File: config.mk
export PLATFORM = sky130hd
export DESIGN_NAME = xsort_engine
export DESIGN_NICKNAME = d
export VERILOG_FILES = /design/src/rtl/xsort_pkg.sv /design/src/rtl/xsort_ram.sv /design/src/rtl/xsort_datapath.sv /design/src/rtl/xsort_ctrl.sv /design/src/rtl/xsort_engine.sv
export SDC_FILE = /design/constraint.sdc
export NUM_CORES = 1
export LEC_CHECK = 0
export BUFFER_PORTS_ARGS = -buffer_cell sky130_fd_sc_hd__buf_2
export CORE_MARGIN = 2
export CORE_UTILIZATION = 45
export CTS_BUF_LIST = sky130_fd_sc_hd__clkbuf_2
export CTS_CLUSTER_SIZE = 10
export DETAILED_ROUTE_END_ITERATION = 10
export HOLD_SLACK_MARGIN = 0.1
export PLACE_DENSITY = 0.73
export SYNTH_ARGS = -nofsm -noshare
export SYNTH_HDL_FRONTEND = slang
export SYNTH_SLANG_ARGS = --single-unit
File: constraint.sdc
create_clock -name clk -period 3.44 [get_ports clk]
set_clock_uncertainty 0.05 [all_clocks]
set_input_delay 0.688 -clock clk [delete_from_list [all_inputs] [get_ports clk]]
set_output_delay 0.688 -clock clk [all_outputs]
set_load 0.005 [all_outputs]
File: src/rtl/xsort_pkg.sv
package xsort_pkg;

    typedef enum logic [3:0] {
        ST_IDLE,
        ST_RD_I,
        ST_LD_A,
        ST_RD_J,
        ST_LD_B,
        ST_CMP,
        ST_WR_I,
        ST_WR_J,
        ST_STEP,
        ST_FIN
    } xs_state_e;

    // Control bundle from the sequencer to the datapath
    typedef struct packed {
        logic clr_i;
        logic inc_i;
        logic set_j;
        logic inc_j;
        logic ld_a;
        logic ld_b;
        logic a_from_b;
        logic addr_j;
        logic we;
        logic wdat_a;
    } xs_ctrl_t;

    // Status bundle from the datapath to the sequencer
    typedef struct packed {
        logic zi;
        logic zj;
        logic agtb;
    } xs_stat_t;

    function automatic int unsigned base_cycles(input int unsigned k);
        return (k - 1) * (2 * k + 1);
    endfunction

endpackage

File: src/rtl/xsort_ram.sv
module xsort_ram #(
    parameter int unsigned N = 8,
    parameter int unsigned L = 3
) (
    input  logic         clk,
    input  logic         we,
    input  logic [L-1:0] addr,
    input  logic [N-1:0] wdata,
    output logic [N-1:0] q
);
    localparam int unsigned DEPTH = 1 << L;

    logic [N-1:0] mem [DEPTH];

    // Single port, synchronous read with one cycle of latency
    always_ff @(posedge clk) begin
        if (we) begin
            mem[addr] <= wdata;
        end
        q <= mem[addr];
    end

endmodule

File: src/rtl/xsort_datapath.sv
module xsort_datapath
    import xsort_pkg::*;
#(
    parameter int unsigned N = 8,
    parameter int unsigned L = 3
) (
    input  logic         clk,
    input  logic         rst,
    input  xs_ctrl_t     ctl,
    input  logic [N-1:0] ram_q,
    output logic [L-1:0] ram_addr,
    output logic [N-1:0] ram_wdata,
    output xs_stat_t     stat,
    output logic [N-1:0] a_val,
    output logic [N-1:0] b_val
);
    localparam int unsigned K = 1 << L;
    localparam logic [L-1:0] I_LAST = L'(K - 2);
    localparam logic [L-1:0] J_LAST = L'(K - 1);

    logic [L-1:0] idx_i;
    logic [L-1:0] idx_j;
    logic [N-1:0] reg_a;
    logic [N-1:0] reg_b;

    always_ff @(posedge clk) begin
        if (rst) begin
            idx_i <= '0;
        end else if (ctl.clr_i) begin
            idx_i <= '0;
        end else if (ctl.inc_i) begin
            idx_i <= idx_i + 1'b1;
        end
    end

    always_ff @(posedge clk) begin
        if (rst) begin
            idx_j <= '0;
        end else if (ctl.set_j) begin
            idx_j <= idx_i + 1'b1;
        end else if (ctl.inc_j) begin
            idx_j <= idx_j + 1'b1;
        end
    end

    always_ff @(posedge clk) begin
        if (rst) begin
            reg_a <= '0;
            reg_b <= '0;
        end else begin
            if (ctl.ld_a) begin
                reg_a <= ram_q;
            end else if (ctl.a_from_b) begin
                reg_a <= reg_b;
            end
            if (ctl.ld_b) begin
                reg_b <= ram_q;
            end
        end
    end

    always_comb begin
        ram_addr  = ctl.addr_j ? idx_j : idx_i;
        ram_wdata = ctl.wdat_a ? reg_a : reg_b;
        stat.zi   = (idx_i == I_LAST);
        stat.zj   = (idx_j == J_LAST);
        stat.agtb = (reg_a > reg_b);
    end

    assign a_val = reg_a;
    assign b_val = reg_b;

endmodule

File: src/rtl/xsort_ctrl.sv
module xsort_ctrl
    import xsort_pkg::*;
(
    input  logic      clk,
    input  logic      rst,
    input  logic      start,
    input  xs_stat_t  stat,
    output xs_ctrl_t  ctl,
    output xs_state_e state,
    output logic      busy,
    output logic      done
);
    xs_state_e nxt;

    always_ff @(posedge clk) begin
        if (rst) begin
            state <= ST_IDLE;
        end else begin
            state <= nxt;
        end
    end

    always_comb begin
        ctl = '0;
        nxt = state;
        unique case (state)
            ST_IDLE: begin
                if (start) begin
                    ctl.clr_i = 1'b1;
                    nxt       = ST_RD_I;
                end
            end
            ST_RD_I: begin
                ctl.set_j = 1'b1;
                nxt       = ST_LD_A;
            end
            ST_LD_A: begin
                ctl.ld_a   = 1'b1;
                ctl.addr_j = 1'b1;
                nxt        = ST_LD_B;
            end
            ST_RD_J: begin
                ctl.addr_j = 1'b1;
                nxt        = ST_LD_B;
            end
            ST_LD_B: begin
                ctl.ld_b = 1'b1;
                nxt      = ST_CMP;
            end
            ST_CMP: begin
                nxt = stat.agtb ? ST_WR_I : ST_STEP;
            end
            ST_WR_I: begin
                ctl.we = 1'b1;
                nxt    = ST_WR_J;
            end
            ST_WR_J: begin
                ctl.we       = 1'b1;
                ctl.addr_j   = 1'b1;
                ctl.wdat_a   = 1'b1;
                ctl.a_from_b = 1'b1;
                nxt          = ST_STEP;
            end
            ST_STEP: begin
                if (stat.zj) begin
                    if (stat.zi) begin
                        nxt = ST_FIN;
                    end else begin
                        ctl.inc_i = 1'b1;
                        nxt       = ST_RD_I;
                    end
                end else begin
                    ctl.inc_j = 1'b1;
                    nxt       = ST_RD_J;
                end
            end
            ST_FIN: begin
                if (!start) begin
                    nxt = ST_IDLE;
                end
            end
            default: nxt = ST_IDLE;
        endcase
    end

    assign busy = (state != ST_IDLE);
    assign done = (state == ST_FIN);

endmodule

File: src/rtl/xsort_engine.sv
module xsort_engine
    import xsort_pkg::*;
#(
    parameter int unsigned N = 8,
    parameter int unsigned L = 3
) (
    input  logic         clk,
    input  logic         rst,
    input  logic [N-1:0] host_wdata,
    input  logic [L-1:0] host_addr,
    input  logic         host_wr,
    input  logic         start,
    input  logic         host_rd,
    output logic [N-1:0] host_rdata,
    output logic         done
);
    xs_ctrl_t     ctl;
    xs_stat_t     stat;
    xs_state_e    fsm_state;
    logic         busy;
    logic [L-1:0] dp_addr;
    logic [N-1:0] dp_wdata;
    logic [L-1:0] ram_addr;
    logic [N-1:0] ram_wdata;
    logic [N-1:0] ram_q;
    logic         ram_we;
    logic [N-1:0] a_val;
    logic [N-1:0] b_val;
    logic         rd_vld;

    xsort_ctrl u_ctrl (
        .clk   (clk),
        .rst   (rst),
        .start (start),
        .stat  (stat),
        .ctl   (ctl),
        .state (fsm_state),
        .busy  (busy),
        .done  (done)
    );

    xsort_datapath #(.N(N), .L(L)) u_dp (
        .clk       (clk),
        .rst       (rst),
        .ctl       (ctl),
        .ram_q     (ram_q),
        .ram_addr  (dp_addr),
        .ram_wdata (dp_wdata),
        .stat      (stat),
        .a_val     (a_val),
        .b_val     (b_val)
    );

    // Host owns the RAM port only while idle
    always_comb begin
        ram_addr  = busy ? dp_addr  : host_addr;
        ram_wdata = busy ? dp_wdata : host_wdata;
        ram_we    = busy ? ctl.we   : host_wr;
    end

    xsort_ram #(.N(N), .L(L)) u_ram (
        .clk   (clk),
        .we    (ram_we),
        .addr  (ram_addr),
        .wdata (ram_wdata),
        .q     (ram_q)
    );

    always_ff @(posedge clk) begin
        if (rst) begin
            rd_vld <= 1'b0;
        end else begin
            rd_vld <= host_rd && !busy;
        end
    end

    assign host_rdata = rd_vld ? ram_q : '0;

endmodule

# Yosys cells after proc, flatten, opt, wreduce, memory -nomap -nowiden
# Memories as Yosys holds them, arrays and structs flattened. A register that Yosys moved wholly into a read port is not among the register bits.
# Cells that the tools add are included.
[totals]
word_cells = 65
regBits = 27
out_inout_bits = 9
mem_bits_ro = 0
mem_bits_rw = 64
memories = 1
latchBits = 0
inputBits = 16
[op_classes]
shifts = 0
n_eq_ne = 13
add_sub_neg = 2
order_cmp = 1
n_reduce_logical = 11
mux = 31
n_div = 0
n_bitwise = 0
mul = 0
[memory_table]
columns = ["memory", "depth", "width", "read_ports", "rd_ports_with_merged_regs", "wr", "line_no", "text"]
rows = [
  ["u_ram.mem", 8, 8, 1, 1, 1, "xsort_ram.sv:13", "logic [N-1:0] mem [DEPTH];"],
]
[op_table]
columns = ["op", "count"]
rows = [
  ["$mux W8", 5],
  ["$pmux W4 S9", 1],
  ["$mux W4", 5],
  ["$eq A4 B3 Y1 const B", 4],
  ["$mux W1", 16],
  ["$mux W3", 4],
  ["$eq A4 B2 Y1 const B", 2],
  ["$eq A4 B4 Y1 const B", 2],
  ["$gt A8 B8 Y1", 1],
  ["$add A3 B1 Y3 const B", 2],
  ["$eq A3 B3 Y1 const B", 2],
  ["$reduce_or A2 Y1", 3],
  ["$eq A4 B1 Y1 const B", 1],
  ["$logic_not A4 Y1", 1],
  ["$ne A2 B2 Y1 const B", 2],
  ["$reduce_bool A2 Y1", 2],
  ["$reduce_bool A4 Y1", 1],
  ["$reduce_or A3 Y1", 1],
  ["$reduce_and A2 Y1", 1],
  ["$logic_and A1 B1 Y1", 1],
  ["$logic_not A1 Y1", 1],
]

# Logic depth before layout (Yosys ltp)
[depth]
depth_word = 6
depth_mapped = 8
depth_no_buf = 7

# By module
# Synthesis repeated with hierarchy kept, for this count alone.
[unflattened]
hier_cells = 346
hier_area_um2 = 4595.7
[by_module_without_submodules]
columns = ["module", "instances", "area_each_um2", "seq_area_each_um2", "cells_each"]
rows = [
  ["xsort_ram", 1, 2715.1, 2082.0, 129],
  ["xsort_datapath", 1, 1267.5, 440.4, 146],
  ["xsort_ctrl", 1, 355.3, 80.1, 48],
  ["xsort_engine", 1, 257.7, 20.0, 23],
]

# Least setup slack after synthesis
# No wires, ideal clock.
[synth_path]
path_kind = "register -> register"
start = "register u_ctrl.state[0]"
end = "memory u_ram.mem[2][0] (enable)"
setup_ns = 0.370
required_time_ns = 3.020
setup_slack_ns = 1.181
synth_period_minus_slack_ns = 2.259
n_path_buf = 2
path_stages_with_launch = 8
arrival_ns = 1.839
path_cell_list = "dfxtp_1 -> or4_4 -> nor2_1 -> or3_1 -> buf_4 -> buf_6 -> nand2_1 -> nor2_1"
[synth_between]
elab_chain_len = 6
elab_cells_between_ends = 14
cone_classes = "eq/ne (4); mux (7); reduce/logical (3)"
[synth_lines]
columns = ["item", "line_no", "text"]
rows = [
  ["start: declaration", "xsort_ctrl.sv:9", "output xs_state_e state,"],
  ["start signal: assignment", "xsort_ctrl.sv:19", "state <= nxt;"],
  ["$eq A4 B3 Y1", "xsort_ctrl.sv:26", "unique case (state)"],
  ["$reduce_or A2 Y1 (no line)", "--", ""],
  ["$mux W1", "xsort_ctrl.sv:26", ""],
  ["$mux W1", "xsort_engine.sv:58", "ram_we = busy ? ctl.we : host_wr;"],
  ["$mux W1", "xsort_ram.sv:17", "if (we) begin"],
  ["$mux W1 (not written as such)", "xsort_ram.sv:18", "mem[addr] <= wdata;"],
  ["end: declaration", "xsort_ram.sv:13", ""],
]
# Several ways; a longest one is shown, not always the timed one.

# Worst setup path in the final report
[layout_path]
start = "register u_ctrl.state[0]"
end = "memory u_ram.mem[6][1] (data pin)"
[layout_between]
elab_chain_len = 4
elab_cells_between_ends = 5
cone_classes = "eq/ne (1); mux (3); reduce/logical (1)"
[layout_lines]
columns = ["item", "line_no", "text"]
rows = [
  ["$eq A4 B3 Y1", "xsort_ctrl.sv:26", ""],
  ["$mux W1", "xsort_ctrl.sv:26", ""],
  ["$mux W8", "xsort_datapath.sv:64", "ram_wdata = ctl.wdat_a ? reg_a : reg_b;"],
  ["$mux W8 (*)", "xsort_engine.sv:57", "ram_wdata = busy ? dp_wdata : host_wdata;"],
  ["net ram_wdata[1]", "xsort_engine.sv:24", "logic [N-1:0] ram_wdata;"],
]
# Mark *: on every way through the listed nets, which the timed path passes. The rest lies on a longest branch.

==> results.toml <==
[grt]
grt_antenna_before_repair = 1
grt_pass1_vias = 4080
first_pass_grt_wire_length_um = 21600
maximum_number_of_pins_on_one_net_before_global_route_repair = 37
grt_use_total_pct = 21.7
grt-ovfl-total = 0

[setup_path]
cp_slowest_stage_delay_ps = 920
cpLargestDelayFamily = "compound AO/OA/AOI/OAI gates"
critPathArrivalTime_ps = 3150
critical_path.max_fanout = 17
critical_path.slowest_cell = "sky130_fd_sc_hd__o21ai_0"
timing.critical_path.buf_inv = 0
worstPathCellList = "nor2b_1 > nand3_1 > mux2i_1 > o21ai_0"
cp_data_required_time_ps = 3620
crit-reg2reg-launch = "u_ctrl.state[0]"
startpoint = "u_ctrl.state[0]"
start_kind = "flop"
timing.setup.critical_path_class = "reg -> reg"
setup.worst_path.end_class = "flop"

[power]
switching_share_pct = 44.9
ir_drop_v = 0.000428
share_clk_of_total_power_pct = 11.6
cell_internal_pwr_w = 0.00267
power.net_switching_w = 0.00218
leakage_power_total_nw = 2.18
p_seq_share_pct = 39.4
areal_power_density_over_the_cells_nw_per_um2 = 844
power.share.combinational_pct = 49.0

[timing]
fin_setup_tns_ps = 0
layout_min_cycle_time_ps = 2970
final-hold-violation-count = 0
tightestPinTransition_ps = 1170
period_share_pct = 86.3
hold_ws_ps = 279
grt_setup_unrepaired = "no"
maxSlewViolCount = 0
achievable-frequency_mhz = 337
max_slew_margin_pct = 21.2
final_count_of_negative_setup_slack_endpoints = 0

[routing]
initialDrtViolationCount = 574
routed_wl_um = 13200
routed-via-count = 4315
detail_route.wl_per_cell_um = 18.1
detail_route.vias_per_cell = 5.92
drt_first_pass_iters = 8
drc = 5
ant_nets = 0

[synth]
synth_area_leader_cell = "sky130_fd_sc_hd__edfxtp_1"
synth-main-ff-cell = "sky130_fd_sc_hd__edfxtp_1"
yosys_warnings = 0
netlist_instances = 564
synth.area.top_cells = "sky130_fd_sc_hd__edfxtp_1 (36%), sky130_fd_sc_hd__dfxtp_1 (13%), sky130_fd_sc_hd__a211oi_1 (5.9%)"
synth.yosys.seq_area_share_pct = 49.1
synth_edf_count = 64
synth_top_area_share_pct = 36.0
ys_ff_latch = 99
syn_area_sq_um = 5350
synth-async-reset-ratio_pct = 0
yosys.cell_types.count = 54
postSynthAreaPerCell_sq_um = 9.48
synth.net_count = 592

[cells_and_area]
layout.cells.non_filler = 729
final_nets = 608
regArea_sq_um = 2620
multi_input_comb_area_sq_um = 2240
final.fill_count = 1041
core_occupancy_in_the_finished_layout_pct = 49.8
post_route_cells_drive_above_1_share_pct = 12.6
area_growth_syn_to_layout_pct = 7.30

[worst_hold_path]
hold_start = "host_rd"
min-delay-path-class = "in -> reg"

[clocking]
path_clk_slew_ps = 260
tritoncts_num_sinks = 99
cts.repair_timing.setup_buffer_count = 0
buffer_cell_driving_the_clock_tree_root = "sky130_fd_sc_hd__clkbuf_2"
cts_resized = 0
htree_levels = 3
tritoncts_clock_tree = "yes"
number_of_buffers_inserted_during_clock_tree_synthesis = 9
cts.hold.buffers_added = 0
clk_latency_worst_skew_pair_ps = 600
cts.path.max_buffers = 2

[outcome]
status = "complete, but fails checks"
violated_checks = "DRC"

[placement]
port-buffer-count = 24
place.detailed.instances = 712
place.gp.congestion = 0.869
post-dp-hpwl_um = 9100

[floorplanning]
die_x_um = 113
num_rows = 39
die_y_um = 113
design.die.area_sq_um = 12800
placeableCoreArea_sq_um = 11500
design.portCount = 25
initial_utilization_pct = 46.4

[job]
max_cap_violations = 0
==> cell usage in the layout (no fill, tap or decap), drive strengths merged, types with 6 or more instances in the layout <==
cell type | synthesis | final
and2 | 9 | 9
a211oi | 42 | 42
dfxtp | 35 | 35
ha | 12 | 12
o21ai | 11 | 11
o32ai | 32 | 32
nand4 | 9 | 9
a21oi | 23 | 23
clkbuf | 23 | 11
nand3 | 10 | 10
nor2 | 39 | 39
o211ai | 32 | 32
buf | 18 | 46
mux2i | 10 | 10
a31oi | 6 | 6
edfxtp | 64 | 64
inv | 78 | 78
nand2 | 72 | 72
==> sequential cells by signal (all words and copies together) (netlist names) <==
name,count
rd_vld,1
u_ctrl.state,4
u_dp.a_val,8
u_dp.b_val,8
u_dp.idx_i,3
u_dp.idx_j,3
u_ram.mem,64
u_ram.q,8
==> through the flow <==
| step | worst slack [ps] | area [sq um] | total power (W) |
|---|---|---|---|
| global placement | 690 | 5620 | 0.00422 |
| global route | 243 | 5740 | 0.00516 |
| floorplan | 1180 | 5350 | 0.00355 |
| finish | 473 | 5740 | 0.00484 |
| detailed placement | 568 | 5620 | 0.00427 |
| CTS | 475 | 5730 | 0.00482 |
==> worst paths after layout <==
path / endpoint / slack (ps) / cells past startpoint
worst max register to register: u_ram.mem[6][1] / 470 / 4
worst max-delay path: u_ram.mem[6][1] / 470 / 4
worst min register to register: u_dp.b_val[5] / 430 / 2
worst min-delay path: rd_vld / 280 / 2
==> cells in the mapped netlist (3+ instances only) <==
cell	n
sky130_fd_sc_hd__edfxtp_1	64
sky130_fd_sc_hd__o32ai_1	32
sky130_fd_sc_hd__inv_1	78
sky130_fd_sc_hd__nand4_1	9
sky130_fd_sc_hd__and2_1	9
sky130_fd_sc_hd__a31oi_1	4
sky130_fd_sc_hd__clkbuf_1	23
sky130_fd_sc_hd__ha_1	12
sky130_fd_sc_hd__o21ai_1	3
sky130_fd_sc_hd__nand2_1	71
sky130_fd_sc_hd__a211oi_1	42
sky130_fd_sc_hd__o21ai_0	8
sky130_fd_sc_hd__dfxtp_1	35
sky130_fd_sc_hd__buf_2	13
sky130_fd_sc_hd__nor2_1	39
sky130_fd_sc_hd__mux2i_1	10
sky130_fd_sc_hd__a21oi_1	23
sky130_fd_sc_hd__o211ai_1	32
sky130_fd_sc_hd__nand3_1	10
sky130_fd_sc_hd__nor3_2	4
sky130_fd_sc_hd__nand2b_1	3
==> kinds of logic (layout without fill, tap and decap cells) <==
| family | count (synthesis) | count (layout) | share of synthesized area, % |
|---|---|---|---|
| other | 0 | 1 | 0 |
| xor gates and xnor gates | 3 | 3 | 0.492 |
| AOI/OAI and AO/OA | 159 | 159 | 22.4 |
| and+or+nand+nor | 162 | 162 | 14.4 |
| buffers and inverters | 119 | 140 | 8.94 |
| muxes | 10 | 10 | 1.87 |
| DFF | 99 | 99 | 49.1 |
| adders and majority gates | 12 | 12 | 2.81 |
==> area by class of cell <==
type,count,area share [%]
Clock buffer,11,0.960
Sequential cell,99,45.7
Tap cell,143,3.12
Clock inverter,5,0.938
Timing Repair Buffer,46,4.97
Antenna cell,1,0.0436
Inverter,78,5.10
Multi-Input combinational cell,346,39.1
==> metal layers <==
| metal | GRT usage, % | routed length [um] |
|---|---|---|
| met5 | 0 | 0 |
| met4 | 6.99 | 227 |
| met3 | 3.75 | 918 |
| met2 | 35.9 | 6370 |
| met1 | 29.2 | 5710 |
==> power groups by stage <==
stage	clock, W	combinational, W	sequential (W)
4_1_cts	0.000566	0.00235	0.00190
6_report	0.000561	0.00237	0.00191
3_3_place_gp	0	0.00229	0.00192
2_1_floorplan	0	0.00172	0.00183
3_5_place_dp	0	0.00234	0.00193
5_1_grt	0.000601	0.00261	0.00195
No activity file was read; power rests on OpenSTA's default activity.
